===== config.mk =====
export PLATFORM = sky130hd
export DESIGN_NAME = btb_top
export DESIGN_NICKNAME = d
export VERILOG_FILES = /design/src/rtl/btb_pkg.sv /design/src/rtl/btb_way_store.sv /design/src/rtl/btb_lru.sv /design/src/rtl/btb_next_pc.sv /design/src/rtl/btb_top.sv
export SDC_FILE = /design/constraint.sdc
export NUM_CORES = 1
export LEC_CHECK = 0
export BUFFER_PORTS_ARGS = -buffer_cell sky130_fd_sc_hd__buf_2
export CORE_MARGIN = 2
export CORE_UTILIZATION = 25
export CTS_BUF_LIST = sky130_fd_sc_hd__clkbuf_4 sky130_fd_sc_hd__clkbuf_8 sky130_fd_sc_hd__clkbuf_16
export CTS_CLUSTER_DIAMETER = 100
export DETAILED_ROUTE_END_ITERATION = 10
export PLACE_DENSITY = 0.43
export SYNTH_ARGS = -nofsm -noshare
export SYNTH_HDL_FRONTEND = slang
export SYNTH_SLANG_ARGS = --single-unit
export TNS_END_PERCENT = 100

===== constraint.sdc =====
create_clock -name clk -period 10.1 [get_ports clk]
set_clock_uncertainty 0.05 [all_clocks]
set_input_delay 2.02 -clock clk [delete_from_list [all_inputs] [get_ports clk]]
set_output_delay 2.02 -clock clk [all_outputs]
set_load 0.005 [all_outputs]

===== src/rtl/btb_pkg.sv =====
package btb_pkg;
  localparam int unsigned BTB_WAYS = 2;

  typedef enum logic [1:0] {
    UPD_NONE     = 2'd0,
    UPD_REFRESH  = 2'd1,
    UPD_RETARGET = 2'd2,
    UPD_ALLOC    = 2'd3
  } upd_kind_e;
endpackage


===== src/rtl/btb_way_store.sv =====
module btb_way_store #(
  parameter int unsigned SETS  = 8,
  parameter int unsigned IDX_W = 3,
  parameter int unsigned TAG_W = 27,
  parameter int unsigned PC_W  = 32
) (
  input  logic             clk,
  input  logic             rst,
  input  logic [IDX_W-1:0] lk_idx,
  input  logic [TAG_W-1:0] lk_tag,
  output logic             lk_hit,
  output logic [PC_W-1:0]  lk_tgt,
  input  logic [IDX_W-1:0] up_idx,
  input  logic [TAG_W-1:0] up_tag,
  output logic             up_hit,
  output logic             up_vld,
  input  logic             wr_en,
  input  logic [IDX_W-1:0] wr_idx,
  input  logic [TAG_W-1:0] wr_tag,
  input  logic [PC_W-1:0]  wr_tgt
);
  logic [SETS-1:0]  valid_q;
  logic [TAG_W-1:0] tag_mem [SETS];
  logic [PC_W-1:0]  tgt_mem [SETS];

  // valid bits are the only state that reset clears
  always_ff @(posedge clk) begin
    if (rst) valid_q <= '0;
    else if (wr_en) valid_q[wr_idx] <= 1'b1;
  end

  // tag and target arrays carry no reset so they can map to RAM
  always_ff @(posedge clk) begin
    if (wr_en) begin
      tag_mem[wr_idx] <= wr_tag;
      tgt_mem[wr_idx] <= wr_tgt;
    end
  end

  assign lk_hit = valid_q[lk_idx] && (tag_mem[lk_idx] == lk_tag);
  assign lk_tgt = tgt_mem[lk_idx];
  assign up_vld = valid_q[up_idx];
  assign up_hit = valid_q[up_idx] && (tag_mem[up_idx] == up_tag);
endmodule


===== src/rtl/btb_lru.sv =====
module btb_lru #(
  parameter int unsigned SETS  = 8,
  parameter int unsigned IDX_W = 3
) (
  input  logic             clk,
  input  logic             rst,
  input  logic             lk_en,
  input  logic [IDX_W-1:0] lk_idx,
  input  logic             lk_way,
  input  logic             up_en,
  input  logic [IDX_W-1:0] up_idx,
  input  logic             up_way,
  output logic             up_lru
);
  // one bit per set naming the way to evict next
  logic [SETS-1:0] lru_q;

  always_ff @(posedge clk) begin
    if (rst) begin
      lru_q <= '0;
    end else begin
      for (int s = 0; s < int'(SETS); s++) begin
        if (up_en && up_idx == IDX_W'(s))      lru_q[s] <= ~up_way;
        else if (lk_en && lk_idx == IDX_W'(s)) lru_q[s] <= ~lk_way;
      end
    end
  end

  assign up_lru = lru_q[up_idx];
endmodule


===== src/rtl/btb_next_pc.sv =====
module btb_next_pc #(
  parameter int unsigned PC_W = 32
) (
  input  logic            clk,
  input  logic            rst,
  input  logic            fetch_valid,
  input  logic [PC_W-1:0] fetch_pc,
  input  logic            dir_taken,
  input  logic            hit,
  input  logic [PC_W-1:0] hit_tgt,
  output logic            pred_valid,
  output logic            pred_hit,
  output logic [PC_W-1:0] pred_next_pc
);
  logic [PC_W-1:0] seq_pc;
  assign seq_pc = fetch_pc + PC_W'(4);

  always_ff @(posedge clk) begin
    if (rst) begin
      pred_valid   <= 1'b0;
      pred_hit     <= 1'b0;
      pred_next_pc <= '0;
    end else begin
      pred_valid <= fetch_valid;
      pred_hit   <= fetch_valid && hit;
      if (fetch_valid) pred_next_pc <= (hit && dir_taken) ? hit_tgt : seq_pc;
    end
  end
endmodule


===== src/rtl/btb_top.sv =====
module btb_top
  import btb_pkg::*;
#(
  parameter int unsigned PC_W  = 32,
  parameter int unsigned IDX_W = 3
) (
  input  logic            clk,
  input  logic            rst,
  input  logic            fetch_valid,
  input  logic [PC_W-1:0] fetch_pc,
  input  logic            fetch_dir_taken,
  input  logic            upd_valid,
  input  logic [PC_W-1:0] upd_pc,
  input  logic            upd_taken,
  input  logic [PC_W-1:0] upd_target,
  output logic            pred_valid,
  output logic            pred_hit,
  output logic [PC_W-1:0] pred_next_pc
);
  localparam int unsigned SETS  = 1 << IDX_W;
  localparam int unsigned LO_W  = 2;
  localparam int unsigned TAG_W = PC_W - IDX_W - LO_W;

  logic [IDX_W-1:0] lk_idx, up_idx;
  logic [TAG_W-1:0] lk_tag, up_tag;
  logic             unused_lo;

  assign lk_idx    = fetch_pc[LO_W +: IDX_W];
  assign lk_tag    = fetch_pc[PC_W-1 -: TAG_W];
  assign up_idx    = upd_pc[LO_W +: IDX_W];
  assign up_tag    = upd_pc[PC_W-1 -: TAG_W];
  assign unused_lo = ^upd_pc[LO_W-1:0];

  logic [BTB_WAYS-1:0] lk_hit_w, up_hit_w, up_vld_w, wr_en_w;
  logic [PC_W-1:0]     lk_tgt_w [BTB_WAYS];

  logic      wr_way;
  upd_kind_e upd_kind;

  for (genvar w = 0; w < int'(BTB_WAYS); w++) begin : g_way
    assign wr_en_w[w] = (upd_kind == UPD_RETARGET || upd_kind == UPD_ALLOC)
                        && (wr_way == 1'(w));
    btb_way_store #(
      .SETS(SETS), .IDX_W(IDX_W), .TAG_W(TAG_W), .PC_W(PC_W)
    ) u_store (
      .clk    (clk),
      .rst    (rst),
      .lk_idx (lk_idx),
      .lk_tag (lk_tag),
      .lk_hit (lk_hit_w[w]),
      .lk_tgt (lk_tgt_w[w]),
      .up_idx (up_idx),
      .up_tag (up_tag),
      .up_hit (up_hit_w[w]),
      .up_vld (up_vld_w[w]),
      .wr_en  (wr_en_w[w]),
      .wr_idx (up_idx),
      .wr_tag (up_tag),
      .wr_tgt (upd_target)
    );
  end

  // lookup side
  logic            lk_hit, lk_way;
  logic [PC_W-1:0] lk_tgt;
  assign lk_hit = fetch_valid && (|lk_hit_w);
  assign lk_way = lk_hit_w[1];
  assign lk_tgt = lk_hit_w[1] ? lk_tgt_w[1] : lk_tgt_w[0];

  // update side
  logic up_hit, up_hit_way, up_lru, eff_lru, victim;
  assign up_hit     = |up_hit_w;
  assign up_hit_way = up_hit_w[1];
  // a same-cycle lookup hit in this set is a touch that comes first
  assign eff_lru = (lk_hit && lk_idx == up_idx) ? ~lk_way : up_lru;

  always_comb begin
    if (!up_vld_w[0])      victim = 1'b0;
    else if (!up_vld_w[1]) victim = 1'b1;
    else                   victim = eff_lru;
  end

  always_comb begin
    upd_kind = UPD_NONE;
    if (upd_valid) begin
      if (up_hit)         upd_kind = upd_taken ? UPD_RETARGET : UPD_REFRESH;
      else if (upd_taken) upd_kind = UPD_ALLOC;
    end
  end

  assign wr_way = up_hit ? up_hit_way : victim;

  btb_lru #(.SETS(SETS), .IDX_W(IDX_W)) u_lru (
    .clk    (clk),
    .rst    (rst),
    .lk_en  (lk_hit),
    .lk_idx (lk_idx),
    .lk_way (lk_way),
    .up_en  (upd_kind != UPD_NONE),
    .up_idx (up_idx),
    .up_way (wr_way),
    .up_lru (up_lru)
  );

  btb_next_pc #(.PC_W(PC_W)) u_next (
    .clk          (clk),
    .rst          (rst),
    .fetch_valid  (fetch_valid),
    .fetch_pc     (fetch_pc),
    .dir_taken    (fetch_dir_taken),
    .hit          (lk_hit),
    .hit_tgt      (lk_tgt),
    .pred_valid   (pred_valid),
    .pred_hit     (pred_hit),
    .pred_next_pc (pred_next_pc)
  );
endmodule


==> impl_metrics.yaml <==
timing:
  finalSetupTns_ps: 0
  relSlewSlack: 0.212
  finalSetupViolations: 0
  period_share: 0.696
  fin_ws_ps: 3070
  final.min_clock_period_ps: 7030
  rsz0062_at_grt: "no"
  hold_viol_final: 0
  worst_slew_pin_slew_ps: 1170
  slew_viol_final: 0
  fmax_ghz: 0.142
floorplanning:
  placementRows: 154
  start_util: 0.251
  core_area_um2: 176000
  die_w_um: 425
  dieHeight_um: 425
  io_pins: 136
  die-area_um2: 180000
setup_path:
  crit_end: "g_way[0].u_store.tag_mem[0][13]$_DFFE_PP_"
  setup.worst_path.start: "fetch_pc[2]"
  cp-start-kind: "input pin"
  r2r-end: "g_way[0].u_store.tag_mem[0][13]$_DFFE_PP_"
  reg2reg_from: "g_way[1].u_store.tag_mem[6][14]$_DFFE_PP_"
  rrSetupSlack_ps: 4960
  end_kind: "flop"
  reg2reg_depth: 11
  cp_max_fo: 43
  crit_required_ps: 10360
  crit_arrival_ps: 7290
  crit_type: "in -> reg"
power_and_ir_drop:
  intPower_mw: 7.23
  finalPower_mw: 9.42
  ir_worst_vdd_v: 0.000129
  clockPowerShare: 0.438
  pwr-share-comb: 0.074
  p_seq_frac: 0.488
  leakagePower_nw: 16.4
  p_per_area_nw_per_um2: 182
  p_switching_mw: 2.19
  swShare: 0.232
flow_run:
  maxCapViolCount: 0
detailed_routing:
  drc: 0
  drt-initial-drc-count: 2405
  ant_nets: 0
  avgRoutedWirePerCell_um: 29.4
  num_vias: 25588
  first_pass_iters: 7
  drt-total-wl_um: 153000
  vias_per_cell: 4.93
grt:
  antenna_found_initial: 37
  grt_max_degree: 85
  grt_pass1_wl_um: 212000
  grt_pass1_vias: 26101
  gr-total-overflow: 0
  gr-usage-all-layers: 0.167
place:
  io_buffers: 133
  hpwl_um: 93300
  place_ws_ps: 2340
  dpl_cell_area_um2: 47900
  gp_congestion: 0.860
clock_network:
  cts_buffers: 110
  cts_buffer_depth: 3
  root_buffer: "clkbuf_16"
  cts-htree-levels: 3
  cts_tree: "done"
  cts_sinks: 1002
  cts_hold_buf: 0
  insertion_delay_ps: 760
  cts_resized: 0
  postCtsSetupRepairBufs: 0
  clk_pin_slew_ps: 60
synthesis:
  ys_async_sr_fraction: 0
  synthesis.area_um2: 44200
  syn_area_per_cell_um2: 16.9
  syn_inst: 2614
  yosysWarnings: 0
  synth_cell_types: 80
  ys_seq_elements: 1002
  synth_nets: 2722
  ys_seq_area_frac: 0.667
  synth_ff_type: "edfxtp_1"
  synth-edff-count: 944
layout:
  final_cell_mix: "944 x edfxtp_1, 268 x mux4_2, 189 x nand2_1"
  final_common_cell: "edfxtp_1"
  area_growth_pct: 16.8
  nNetsFinal: 2863
  finish.utilization: 0.294
  n_fill_cell: 17426
  design_area_um2: 51600
  layout-drive-gt1-share: 0.269
worst_hold_path:
  holdCritPathClass: "reg -> reg"
run_status:
  status: "finished, final reports clean"
## cells in the mapped netlist (all sizes together) (3+ instances only)
master   count  area share
xnor2       58       0.011
o2111ai      3     0.00059
inv         25      0.0021
a221oi       7      0.0014
o21a        15      0.0025
o21ai       34      0.0040
a21o         4     0.00068
nand4       19      0.0027
o2bb2ai     15      0.0037
clkbuf      85      0.0072
or4          9      0.0016
o211ai      21      0.0036
o221ai       9      0.0018
nor2b       35      0.0050
o31a        11      0.0022
a31o         4     0.00079
o22ai       54      0.0081
nand3       74      0.0084
nand2      189       0.016
edfxtp     944        0.64
ha           6      0.0017
a21oi       59      0.0067
and4         4     0.00079
xor2        42      0.0083
a2bb2oi      3     0.00059
nor4        32      0.0047
a22oi       28      0.0048
mux2        57       0.015
dfxtp       58       0.026
a211oi      41      0.0070
a31oi        8      0.0011
and3        14      0.0020
mux4       268        0.14
and2         5     0.00071
o211a        5      0.0011
nor2        67      0.0057
nand2b       8      0.0011
or2          3     0.00042
a2111oi      3     0.00074
or3b         4     0.00079
mux2i      122       0.028
buf         90       0.011
nor3        45      0.0051
## layer usage
layer / wire length, µm / up-vias / global-route usage
met5: 68 / - / 0
met4: 3810 / 10 / 0.0414
met3: 7810 / 227 / 0.0269
met2: 74000 / 772 / 0.278
met1: 66800 / 13641 / 0.226
li1: - / 10938 / -
## power by group through the flow
stage	clock network (mW)	registers [mW]	logic (mW)
2_1_floorplan	0	4.68	0.396
3_3_place_gp	0	4.68	0.702
3_5_place_dp	0	4.68	0.701
4_1_cts	4.23	4.60	0.703
5_1_grt	4.37	4.60	0.739
6_report	4.13	4.60	0.694
## state kept, by name, indices dropped and copies added (netlist names)
name                   cells
g_way.u_store.tag_mem    432
g_way.u_store.tgt_mem    512
g_way.u_store.valid_q     16
u_lru.lru_q                8
u_next.pred_hit            1
u_next.pred_next_pc       32
u_next.pred_valid          1
## worst min path at each step
stage	slack (ps)	depth (start not counted)	to	startpoint
finish	420	2	u_next.pred_next_pc[29]$_SDFFE_PP0P_	u_next.pred_next_pc[29]$_SDFFE_PP0P_
global route	450	1	g_way[0].u_store.valid_q[4]$_SDFFE_PP0P_	g_way[0].u_store.valid_q[4]$_SDFFE_PP0P_
CTS	430	2	u_next.pred_next_pc[29]$_SDFFE_PP0P_	u_next.pred_next_pc[29]$_SDFFE_PP0P_
detailed placement	420	2	u_next.pred_next_pc[29]$_SDFFE_PP0P_	u_next.pred_next_pc[29]$_SDFFE_PP0P_
global placement	410	1	g_way[0].u_store.valid_q[6]$_SDFFE_PP0P_	g_way[0].u_store.valid_q[6]$_SDFFE_PP0P_
floorplan	390	1	g_way[0].u_store.valid_q[6]$_SDFFE_PP0P_	g_way[0].u_store.valid_q[6]$_SDFFE_PP0P_
## cell type report
class | count | area [µm²] | area share
Inverter | 26 | 98.8 | 0.00191
Clock buffer | 153 | 3140 | 0.0607
Antenna cell | 6 | 15.0 | 0.000291
Sequential cell | 1002 | 29500 | 0.571
Timing Repair Buffer | 204 | 1440 | 0.0279
Clock inverter | 53 | 572 | 0.0111
Multi-Input combinational cell | 1411 | 13900 | 0.270
Tap cell | 2340 | 2930 | 0.0567
## per-stage QoR
step | instances | hold WS (ps)
after floorplan | 2614 | 393
after global placement | 4983 | 409
after detailed placement | 4983 | 415
after CTS | 5189 | 427
after global routing | 5191 | 449
final | 5195 | 425
## critical path, stage by stage
cell      delay, ps
buf_8           400
nand2_1         730
buf_4           480
o22ai_1         350
o21bai_1        150
a211o_1         270
or4_1           490
or4_4           590
o311ai_4        260
o21ai_2          90
buf_4           230
nor3_2          230
buf_4           790
## cells by family after synthesis
family	Yosys count	synth area share
xor gates and xnor gates	100	0.0198
and+or+nand+nor	517	0.0568
buffers and inverters	201	0.0202
AOI/OAI and AO/OA	341	0.0552
DFF	1002	0.667
muxes	447	0.179
adders and majority gates	6	0.00170
Note: power is estimated with default switching activity, not from simulation.
